$ cat config.mk
export PLATFORM = sky130hd
export DESIGN_NAME = bw_mult_top
export DESIGN_NICKNAME = d
export VERILOG_FILES = /design/src/rtl/bw_pkg.sv /design/src/rtl/bw_pp_row.sv /design/src/rtl/bw_csa_row.sv /design/src/rtl/bw_ripple_row.sv /design/src/rtl/bw_mult_top.sv
export SDC_FILE = /design/constraint.sdc
export NUM_CORES = 1
export LEC_CHECK = 0
export BUFFER_PORTS_ARGS = -buffer_cell sky130_fd_sc_hd__buf_2
export CAP_MARGIN = 40
export CELL_PAD_IN_SITES_DETAIL_PLACEMENT = 1
export CELL_PAD_IN_SITES_GLOBAL_PLACEMENT = 2
export CORE_MARGIN = 3
export CORE_UTILIZATION = 33
export CTS_BUF_LIST = sky130_fd_sc_hd__clkbuf_16
export DETAILED_ROUTE_END_ITERATION = 6
export PLACE_DENSITY_LB_ADDON = 0.1
export RECOVER_POWER = 25
export SYNTH_ARGS = -nofsm -noshare
export SYNTH_HDL_FRONTEND = slang
export SYNTH_SLANG_ARGS = --single-unit
$ cat constraint.sdc
create_clock -name clk -period 7.15 [get_ports clk]
set_clock_uncertainty 0.15 [all_clocks]
set_input_delay 0.715 -clock clk [delete_from_list [all_inputs] [get_ports clk]]
set_output_delay 0.715 -clock clk [all_outputs]
set_load 0.01 [all_outputs]
$ cat src/rtl/bw_pkg.sv
package bw_pkg;
  function automatic logic fa_sum(input logic a, input logic b, input logic c);
    return a ^ b ^ c;
  endfunction

  function automatic logic fa_carry(input logic a, input logic b, input logic c);
    return (a & b) | (a & c) | (b & c);
  endfunction
endpackage

$ cat src/rtl/bw_pp_row.sv
module bw_pp_row #(
  parameter int WIDTH = 8,
  parameter int ROW   = 0
) (
  input  logic [WIDTH-1:0]   x,
  input  logic               y_bit,
  output logic [2*WIDTH-1:0] row
);
  localparam int PW = 2 * WIDTH;

  for (genvar k = 0; k < PW; k++) begin : g_bit
    if (k >= ROW && k < ROW + WIDTH) begin : g_pp
      localparam int  COL = k - ROW;
      localparam bit  INV = (COL == WIDTH - 1) != (ROW == WIDTH - 1);
      if (INV) begin : g_neg
        assign row[k] = ~(x[COL] & y_bit);
      end else begin : g_pos
        assign row[k] = x[COL] & y_bit;
      end
    end else begin : g_zero
      assign row[k] = 1'b0;
    end
  end
endmodule

$ cat src/rtl/bw_csa_row.sv
module bw_csa_row #(
  parameter int W = 16
) (
  input  logic [W-1:0] in_s,
  input  logic [W-1:0] in_c,
  input  logic [W-1:0] in_p,
  output logic [W-1:0] out_s,
  output logic [W-1:0] out_c
);
  import bw_pkg::*;

  assign out_c[0] = 1'b0;
  for (genvar k = 0; k < W; k++) begin : g_fa
    assign out_s[k] = fa_sum(in_s[k], in_c[k], in_p[k]);
    if (k < W - 1) begin : g_cy
      assign out_c[k+1] = fa_carry(in_s[k], in_c[k], in_p[k]);
    end
  end
endmodule

$ cat src/rtl/bw_ripple_row.sv
module bw_ripple_row #(
  parameter int W = 16
) (
  input  logic [W-1:0] op_a,
  input  logic [W-1:0] op_b,
  output logic [W-1:0] sum
);
  import bw_pkg::*;

  logic [W-1:0] chain;
  assign chain[0] = 1'b0;
  for (genvar k = 0; k < W; k++) begin : g_fa
    assign sum[k] = fa_sum(op_a[k], op_b[k], chain[k]);
    if (k < W - 1) begin : g_cy
      assign chain[k+1] = fa_carry(op_a[k], op_b[k], chain[k]);
    end
  end
endmodule

$ cat src/rtl/bw_mult_top.sv
module bw_mult_top #(
  parameter int WIDTH   = 8,
  parameter bit OUT_REG = 1'b1
) (
  input  logic               clk,
  input  logic               rst,
  input  logic [WIDTH-1:0]   opnd_a,
  input  logic [WIDTH-1:0]   opnd_b,
  output logic [2*WIDTH-1:0] prod
);
  localparam int PW = 2 * WIDTH;
  localparam logic [PW-1:0] CORR = (PW'(1) << WIDTH) | (PW'(1) << (PW - 1));
  localparam logic [WIDTH-1:0] MOST_NEG = {1'b1, {(WIDTH-1){1'b0}}};

  logic [PW-1:0] pp_rows [WIDTH];
  logic [PW-1:0] s_chain [WIDTH];
  logic [PW-1:0] c_chain [WIDTH];
  logic [PW-1:0] prod_comb;

  for (genvar j = 0; j < WIDTH; j++) begin : g_rows
    bw_pp_row #(.WIDTH(WIDTH), .ROW(j)) u_pp (
      .x(opnd_a), .y_bit(opnd_b[j]), .row(pp_rows[j])
    );
  end

  assign s_chain[0] = pp_rows[0];
  assign c_chain[0] = CORR;

  for (genvar j = 1; j < WIDTH; j++) begin : g_csa
    bw_csa_row #(.W(PW)) u_csa (
      .in_s(s_chain[j-1]), .in_c(c_chain[j-1]), .in_p(pp_rows[j]),
      .out_s(s_chain[j]), .out_c(c_chain[j])
    );
  end

  bw_ripple_row #(.W(PW)) u_final (
    .op_a(s_chain[WIDTH-1]), .op_b(c_chain[WIDTH-1]), .sum(prod_comb)
  );

  logic [WIDTH-1:0] a_ref, b_ref;

  if (OUT_REG) begin : g_reg
    logic [PW-1:0] prod_q;
    always_ff @(posedge clk) begin
      if (rst) begin
        prod_q <= '0;
        a_ref  <= '0;
        b_ref  <= '0;
      end else begin
        prod_q <= prod_comb;
        a_ref  <= opnd_a;
        b_ref  <= opnd_b;
      end
    end
    assign prod = prod_q;

    assert_reset_clear_R7: assert property (@(posedge clk)
      rst |=> (prod == '0));
  end else begin : g_comb
    assign prod  = prod_comb;
    assign a_ref = opnd_a;
    assign b_ref = opnd_b;
  end

  logic signed [PW-1:0] ea, eb, ref_p;
  assign ea    = {{WIDTH{a_ref[WIDTH-1]}}, a_ref};
  assign eb    = {{WIDTH{b_ref[WIDTH-1]}}, b_ref};
  assign ref_p = ea * eb;

  assert_exact_R1: assert property (@(posedge clk) disable iff (rst)
    prod == ref_p);
  assert_min_square_R2: assert property (@(posedge clk) disable iff (rst)
    (a_ref == MOST_NEG && b_ref == MOST_NEG) |-> (prod == (PW'(1) << (PW - 2))));
  assert_zero_operand_R3: assert property (@(posedge clk) disable iff (rst)
    (a_ref == '0 || b_ref == '0) |-> (prod == '0));
  assert_unit_operand_R4: assert property (@(posedge clk) disable iff (rst)
    (a_ref == WIDTH'(1)) |-> (prod == eb));
  assert_sign_bit_R5: assert property (@(posedge clk) disable iff (rst)
    (a_ref != '0 && b_ref != '0) |-> (prod[PW-1] == (a_ref[WIDTH-1] ^ b_ref[WIDTH-1])));
endmodule

==> impl_results.md, run 1 <==
- Status: complete, no violations
- Root buf cell: clkbuf_16
- Worst-margin pin slew: 0.265 ns
- Ports: 34
- Synthesis-to-layout area growth: 18.6%
- Post-CTS Setup Inserts: 0
- TritonCTS Buffers: 3
- Vias per cell: 4.40
- DP Area: 2350 um2
- Clock sinks: 16
- Synth warnings: 0
- Hold Worst Slack: 0.632 ns
- Starting Density: 34.4%
- Via Count: 1413
- IO Port Bufs: 33
- Clk buf depth: 2
- Worst-path cell chain: buf_2 > and2_1 > ha_1 > fa_1 > fa_1 > inv_1 > fa_1 > fa_1 > fa_1 > fa_1 > inv_1 > ha_2 > fa_2 > fa_2 > fa_2 > fa_1 > fa_1 > inv_1 > fa_1 > nor2_1
- Largest net degree at the start of global routing: 17
- Largest fanout on the critical path: 8
- Critical Path Start Type: input port
- Gr usage total: 11.2%
- DRC marker count from the first detailed-route iteration: 12
- DRT antenna net count: 0
- Core box area: 5960 um2
- Peak supply drop: 0.000124 V
- Leakage power total: 0.00118 uW
- FMAX: 145 MHz
- Pwr dens: 291 nW/um2
- DIE HEIGHT: 84.8 um
- Most common cell after layout, fill and taps aside: fa_1
- Number of global-route vias before repair: 1523
- Syn Nets: 283
- WL per Instance: 11.6 um
- Post-Syn Area: 2050 um2
- Final Setup Violations: 0
- Grt ovf: 0
- CP endpoint kind: register
- Kind of critical path: in2reg
- Max Cap Violations: 0
- Register area: 320 um2
- Pre-antenna DRT Iters: 3
- Fin crit share: 96.4%
- Area of the multi-input gates: 1570 um2
- Die area: 7190 um2
- # fillers: 697
- Clock transition at path regs: 0.05 ns
- Share of cells above drive strength 1: 19.1%
- Seq cells post-synth: 16
- Post-synthesis cell type count: 12
- Hold_buf cts: 0
- Drc violations: 0
- Post-layout net count: 327
- Crit path DAT: 6.93 ns
- DRT Wirelength: 3.71 mm
- Most frequent cells in the layout: fa_1, inv_1, nand2_1
- Hpwl dp: 3.48 mm
- First-pass GRT wire length: 6.60 mm
- RePlAce Congestion: 0.713
- Tmin final: 6.89 ns
- Die X: 84.8 um
- Crit-path max cell delay: 0.57 ns
- Number of core rows: 28
- Final instance area: 2430 um2
- Slew Viols, Final: 0
- Utilization after layout: 40.8%
- Top cell by count, worst path: fa_1
- RSZ-0062 raised after global routing: no
- Sequential area share after synthesis: 15.6%
- Synthesized netlist cell count: 203
- Avg Cell Area, Syn: 10.1 um2
- Slowest-stage cell, CP: fa_1
- Number of H-tree levels: 1
- CTS tree: yes
- Worst rel slew slack: 82.3%
- Max reg flops: 16
- CP Data Required Time: 7.18 ns
- Initial antenna violation count: 0
- N_diodes: 0
- HP Class: in2reg
- Final Hold Vio Count: 0
- Total chip power: 706 uW
[Yosys cell counts]
master	count	area share (%)
nor2_1	7	1.3
dfxtp_1	16	16
and2_1	29	8.9
nand2_1	35	6.4
buf_6	1	0.55
fa_1	48	47
nor2b_1	3	0.92
xnor2_1	1	0.43
buf_2	1	0.24
and2b_2	6	2.6
inv_1	42	7.7
ha_1	14	8.5
[metrics by stage]
stage / worst slack (ns) / setup TNS [ns] / instances
floorplan: 0.0634 / 0 / 203
global placement: -0.172 / -0.256 / 317
detailed placement: -0.266 / -0.442 / 317
CTS: 0.00446 / 0 / 321
global route: 0.0233 / 0 / 321
finish: 0.256 / 0 / 321
[kinds of logic after synthesis]
kind of cell               count (synthesis)  synth area share (%)
buffers and inverters                     44                  8.49
DFF                                       16                  15.6
and+or+nand+nor                           80                  20.0
xor gates and xnor gates                   1                 0.427
adders and majority gates                 62                  55.4
[final timing paths]
path        to  slack, ns  startpoint  cells after the start
min    prod[0]       0.63   opnd_a[0]                      3
max   prod[14]       0.26   opnd_b[1]                     20
[report_power, final]
group | internal, uW | switching [uW] | total [uW]
logic | 235 | 238 | 472
clock network | 74.0 | 32.2 | 106
registers | 123 | 5.33 | 128
total | 431 | 275 | 706
[critical path: cells and delay by family]
family	cells	cell delay, ns
and+or+nand+nor	2	0.24
adders and majority gates	14	5.60
buffers and inverters	4	0.34
[timing repair]
item                       in CTS  in global routing
setup endpoints to repair       1                  2
cloned                          0                  0
resized for setup               0                  5
pin swaps                       2                  2
[final cells by class]
class	instances	area share [%]
Clock inverter	1	0.154
Sequential cell	16	13.2
Timing Repair Buffer	41	8.75
Inverter	42	6.48
Tap cell	75	3.86
Multi-Input combinational cell	143	64.5
Clock buffer	3	3.09
[metal layers]
layer	GRT usage, %	share of wire, %
met5	0	0
met4	3.02	0.92
met3	1.18	3.0
met2	20.9	55
met1	13.7	41
No activity file was read; power rests on OpenSTA's default activity.
==> inputs of run 2 (changes only) <==
--- a/config.mk
+++ b/config.mk
@@ -13,6 +13,7 @@
 export CORE_UTILIZATION = 33
 export CTS_BUF_LIST = sky130_fd_sc_hd__clkbuf_16
 export DETAILED_ROUTE_END_ITERATION = 6
+export GPL_TIMING_DRIVEN = 0
 export PLACE_DENSITY_LB_ADDON = 0.1
 export RECOVER_POWER = 25
 export SYNTH_ARGS = -nofsm -noshare
==> run 2 against run 1 <==
Compared with the run above: largest cell class unchanged; final cell count decreased by 2.2%; sequential power barely moved; largest power group unchanged; combinational power shrank 3%.
==> impl_results.md, run 2 (same netlist as run 1, synthesis figures left out) <==
- Worst rel slew slack: 78.4% (was 82.3%)
- Cell family with most CP delay: adder cells (unchanged)
- Synthesis-to-layout area growth: 16.5% (was 18.6%)
- Clock sinks: 16 (unchanged)
- FMAX: 145 MHz (about the same)
- HP Class: in2reg (unchanged)
- Clk buf depth: 2 (unchanged)
- Pwr dens: 291 nW/um2 (about the same)
- Worst-margin pin slew: 0.325 ns (was 0.265 ns)
- CTS tree: yes (unchanged)
- Clock transition at path regs: 0.05 ns (about the same)
- Number of global-route vias before repair: 1493 (was 1523)
- Status: complete, no violations (unchanged)
- Post-layout net count: 320 (was 327)
- DIE HEIGHT: 84.8 um (unchanged)
- Pre-antenna DRT Iters: 2 (was 3)
- DRC marker count from the first detailed-route iteration: 4 (was 12)
- Hpwl dp: 3.26 mm (was 3.48 mm)
- Initial antenna violation count: 0 (unchanged)
- Worst-path cell chain: buf_2 > and2_1 > ha_1 > inv_1 > fa_1 > inv_1 > fa_1 > fa_1 > inv_1 > fa_1 > inv_1 > fa_2 > fa_1 > ha_1 > fa_2 > fa_2 > fa_2 > fa_2 > fa_1 > inv_1 > fa_1 > nor2_1 (was buf_2 > and2_1 > ha_1 > fa_1 > fa_1 > inv_1 > fa_1 > fa_1 > fa_1 > fa_1 > inv_1 > ha_2 > fa_2 > fa_2 > fa_2 > fa_1 > fa_1 > inv_1 > fa_1 > nor2_1)
- Most frequent cells in the layout: fa_1, inv_1, nand2_1 (unchanged)
- Ports: 34 (unchanged)
- Fin crit share: 96.1% (was 96.4%)
- Peak supply drop: 0.000164 V (was 0.000124 V)
- Largest net degree at the start of global routing: 11 (was 17)
- Number of H-tree levels: 1 (unchanged)
- Crit-path max cell delay: 0.55 ns (was 0.57 ns)
- Drc violations: 0 (unchanged)
- Number of core rows: 28 (unchanged)
- DRT Wirelength: 3.55 mm (was 3.71 mm)
- WL per Instance: 11.3 um (was 11.6 um)
- Root buf cell: clkbuf_16 (unchanged)
- Share of cells above drive strength 1: 17.6% (was 19.1%)
- Hold_buf cts: 0 (unchanged)
- Hold path cells: 3 (unchanged)
- Hold Worst Slack: 0.606 ns (was 0.632 ns)
- Via Count: 1385 (was 1413)
- CP endpoint kind: register (unchanged)
- Max reg flops: 16 (unchanged)
- IO Port Bufs: 32 (was 33)
- Kind of critical path: in2reg (unchanged)
- Leakage power total: 0.00115 uW (was 0.00118 uW)
- TritonCTS Buffers: 3 (unchanged)
- CP bufs+invs: 6 (was 4)
- Gr usage total: 10.9% (was 11.2%)
- Crit path DAT: 6.91 ns (was 6.93 ns)
- Core box area: 5960 um2 (unchanged)
- Starting Density: 34.4% (unchanged)
- Slowest-stage cell, CP: fa_1 (unchanged)
- First-pass GRT wire length: 6.32 mm (was 6.60 mm)
- Min-delay src: opnd_a[0] (unchanged)
- N_diodes: 0 (unchanged)
- Grt ovf: 0 (unchanged)
- Critical Path Start Type: input port (unchanged)
- Min-Delay Endpoint: prod[0] (unchanged)
- CP Data Required Time: 7.19 ns (was 7.18 ns)
- Top cell by count, worst path: fa_1 (unchanged)
- RSZ-0062 raised after global routing: no (unchanged)
- Tmin final: 6.87 ns (was 6.89 ns)
- Max Cap Violations: 0 (unchanged)
- RePlAce Congestion: 0.690 (was 0.713)
- Slack of the critical path: 0.276 ns (was 0.256 ns)
- Slew Viols, Final: 0 (unchanged)
- Final Setup Violations: 0 (unchanged)
- Final Hold Vio Count: 0 (unchanged)
- Largest fanout on the critical path: 8 (unchanged)
- Setup slack after placement: -0.270 ns (was -0.266 ns)
- DRT antenna net count: 0 (unchanged)
- Total chip power: 694 uW (was 706 uW)
- Die X: 84.8 um (unchanged)
- Die area: 7190 um2 (unchanged)
- Vias per cell: 4.41 (was 4.40)
- Most common cell after layout, fill and taps aside: fa_1 (unchanged)
## run 2: worst min-delay path: cells and delay by family
kind | cells | cell delay (ns)
AND/OR/NAND/NOR | 2 | 0.10
buffers and inverters | 1 | 0.14
## run 2: stage by stage
| step | setup TNS, ns | instances | utilization [%] | cell area [um2] |
|---|---|---|---|---|
| 6_report | 0 | 314 | 40.1 | 2390 |
| 5_1_grt | 0 | 314 | 40.1 | 2390 |
| 4_1_cts | 0 | 314 | 40.0 | 2380 |
| 3_5_place_dp | -0.434 | 310 | 38.7 | 2300 |
| 3_3_place_gp | -0.444 | 310 | 38.7 | 2300 |
| 2_1_floorplan | 0 | 203 | - | 2050 |
## run 2: power by group
part / total [uW] / internal [uW] / switching (uW)
clock network: 109 / 74.2 / 34.7
registers: 128 / 123 / 5.13
logic: 457 / 228 / 229
total: 694 / 425 / 269
## run 2: per-layer routing
layer | GRT usage, % | part of all wire (%)
met1 | 12.2 | 41
met2 | 20.2 | 53
met3 | 1.57 | 3.6
met4 | 5.18 | 2.1
met5 | 0 | 0
## run 2: area by class of cell
type / instances / area [um2]
clock buffers: 3 / 75.1
multi-input cells: 143 / 1570
plain buffers: 2 / 16.3
well taps: 75 / 93.8
flip-flops and latches: 16 / 320
fillers: 701 / 3570
clock inverters: 1 / 3.75
inverters: 42 / 158
repair buffers: 32 / 153
## run 2: timing repair
action                     CTS  global route
setup buffers                0             0
gates resized for setup      1             4
pin swaps                    2             3
setup endpoints to repair    1             2
hold endpoints to repair     0             0
## run 2: worst max path at each step
stage	from	to	slack (ns)	cells past startpoint
detailed placement	opnd_a[6]	prod[14]	-0.27	20
finish	opnd_a[6]	prod[14]	0.28	22
global placement	opnd_a[6]	prod[14]	-0.28	22
global route	opnd_a[6]	prod[14]	0.005	22
CTS	opnd_a[6]	prod[14]	0.02	20
floorplan	opnd_a[7]	prod[14]	0.06	20
==> inputs of run 3 (changes only) <==
==> constraint.sdc (replaced) <==
create_clock -name clk -period 5.7 [get_ports clk]
set_clock_uncertainty 0.15 [all_clocks]
set_input_delay 0.57 -clock clk [delete_from_list [all_inputs] [get_ports clk]]
set_output_delay 0.57 -clock clk [all_outputs]
set_load 0.01 [all_outputs]
==> run 3 against run 2 <==
Compared with the run above: non-clock buffer count is 2 higher; worst hold slack worse by 0.18 ns; final cell count is 0.64% higher; clock power is 26% higher; first-iteration DRC count grew to 2.8 times the previous value; design area is 7.5% higher; sequential share of layout area is 0.94 points lower; die area stayed put; count of clock-buffer cells in the layout stayed put; via count is 0.94% lower; flip-flop and latch count stayed put; the flow now finishes with violations (setup timing); sequential power is 25% higher.
==> impl_results.md, run 3 (same netlist as run 1, synthesis figures left out) <==
- Worst-margin pin slew: 0.151 ns (was 0.325 ns)
- Max Cap Violations: 0 (unchanged)
- Starting Density: 34.4% (unchanged)
- Final Hold Vio Count: 0 (unchanged)
- Ports: 34 (unchanged)
- DRT antenna net count: 0 (unchanged)
- CP Data Required Time: 5.74 ns (was 7.19 ns)
- Status: finished, violations left (was complete, no violations)
- Crit path DAT: 6.34 ns (was 6.91 ns)
- Share of cells above drive strength 1: 34.9% (was 17.6%)
- Number of H-tree levels: 1 (unchanged)
- Grt ovf: 0 (unchanged)
- Initial antenna violation count: 0 (unchanged)
- Via Count: 1372 (was 1385)
- Most common cell after layout, fill and taps aside: nand2_1 (was fa_1)
- Post-layout net count: 322 (was 320)
- DIE HEIGHT: 84.8 um (unchanged)
- WL per Instance: 11.9 um (was 11.3 um)
- First-pass GRT wire length: 6.61 mm (was 6.32 mm)
- Gr usage total: 11.5% (was 10.9%)
- DRC marker count from the first detailed-route iteration: 11 (was 4)
- Peak supply drop: 0.000203 V (was 0.000164 V)
- N_diodes: 0 (unchanged)
- RePlAce Congestion: 0.723 (was 0.690)
- Kind of critical path: in2reg (unchanged)
- Vias per cell: 4.34 (was 4.41)
- Number of global-route vias before repair: 1555 (was 1493)
- CP endpoint kind: register (unchanged)
- Root buf cell: clkbuf_16 (unchanged)
- Hpwl dp: 3.36 mm (was 3.26 mm)
- Worst rel slew slack: 89.9% (was 78.4%)
- Largest net degree at the start of global routing: 11 (unchanged)
- Final instance area: 2570 um2 (was 2390 um2)
- Pwr dens: 357 nW/um2 (was 291 nW/um2)
- IO Port Bufs: 32 (unchanged)
- Clock sinks: 16 (unchanged)
- Most frequent cells in the layout: nand2_1, inv_1, fa_1 (was fa_1, inv_1, nand2_1)
- Area of the multi-input gates: 1670 um2 (was 1570 um2)
- CTS tree: yes (unchanged)
- Largest fanout on the critical path: 5 (was 8)
- Die area: 7190 um2 (unchanged)
- Final Setup Violations: 4 (was 0)
- Clock transition at path regs: 0.05 ns (about the same)
- Critical Path Start Type: input port (unchanged)
- Tmin final: 6.30 ns
- Max reg flops: 16 (unchanged)
- Number of core rows: 28 (unchanged)
- Register area: 320 um2 (unchanged)
- Clk buf depth: 2 (unchanged)
- RSZ-0062 raised after global routing: yes (was no)
- Synthesis-to-layout area growth: 25.3% (was 16.5%)
- Pre-antenna DRT Iters: 3 (was 2)
- Placed cells: 310 (unchanged)
- HP Class: in2reg (unchanged)
- Drc violations: 0 (unchanged)
- Utilization after layout: 43.1% (was 40.1%)
- Setup slack after placement: -1.09 ns (was -0.270 ns)
- FMAX: 159 MHz
- Die X: 84.8 um (unchanged)
- # fillers: 699 (was 701)
- Hold Worst Slack: 0.430 ns (was 0.606 ns)
- Core box area: 5960 um2 (unchanged)
- Hold_buf cts: 0 (unchanged)
- TritonCTS Buffers: 3 (unchanged)
- DP Area: 2410 um2 (was 2300 um2)
- Fin crit share: 111%
- Leakage power total: 0.00119 uW (was 0.00115 uW)
- Finished Layout Cells: 316 (was 314)
- Slew Viols, Final: 0 (unchanged)
- DRT Wirelength: 3.75 mm (was 3.55 mm)
- Violated checks: setup timing
- Slack of the critical path: -0.604 ns (was 0.276 ns)
[run 3: cell types whose count changed in the layout (fill, tap and decap cells not counted), sizes merged]
cell and delta:
buf +7, clkbuf -5
[run 3: path summary, 6_finish.rpt]
check | to | slack [ns] | start | cells past startpoint
max | prod[14] | -0.60 | opnd_b[1] | 20
min | prod[0] | 0.43 | opnd_b[0] | 3
[run 3: cell type report]
cell class | count | share of cell area, %
multi-input combinational | 143 | 65.2
timing repair buffer | 34 | 8.48
sequential | 16 | 12.5
tap | 75 | 3.65
clock buffer | 3 | 2.92
buffer | 2 | 1.02
inverter | 42 | 6.14
clock inverter | 1 | 0.146
[run 3: worst max-delay path, cell delays in order]
cell	delay (ns)
buf_12	0.11
and2_4	0.15
ha_4	0.15
fa_1	0.47
inv_1	0.05
fa_1	0.50
fa_1	0.44
fa_1	0.51
fa_1	0.44
fa_1	0.51
inv_2	0.05
ha_4	0.15
fa_2	0.33
fa_2	0.34
fa_2	0.34
fa_2	0.34
fa_2	0.34
inv_2	0.06
fa_2	0.41
nor2_1	0.08
[run 3: per-stage QoR]
| stage | power (uW) | setup TNS [ns] |
|---|---|---|
| detailed placement | 818 | -3.47 |
| floorplan | 653 | -1.98 |
| CTS | 957 | -1.85 |
| finish | 918 | -1.44 |
| global route | 1060 | -1.98 |
| global placement | 811 | -3.39 |
[run 3: power by group]
group	internal (uW)	switching [uW]
clock network	93.0	43.7
registers	154	6.36
logic	318	303
total	565	353
[run 3: per-layer routing]
layer  track usage (%)  part of all wire [%]  up-vias
li1                  -                     -      656
met1              13.2                    41      692
met2              21.7                    55       22
met5                 0                     0        -
met3              1.57                   3.3        2
met4              3.88                   1.3        0
[run 3: repair_timing]
action / 4_1_cts / 5_1_grt
resized for setup: 9 / 16
endpoints found under the hold margin: 0 / 0
pin swaps: 16 / 11
buffers inserted: 2 / 0
setup endpoints to repair: 4 / 4
gates cloned: 0 / 0
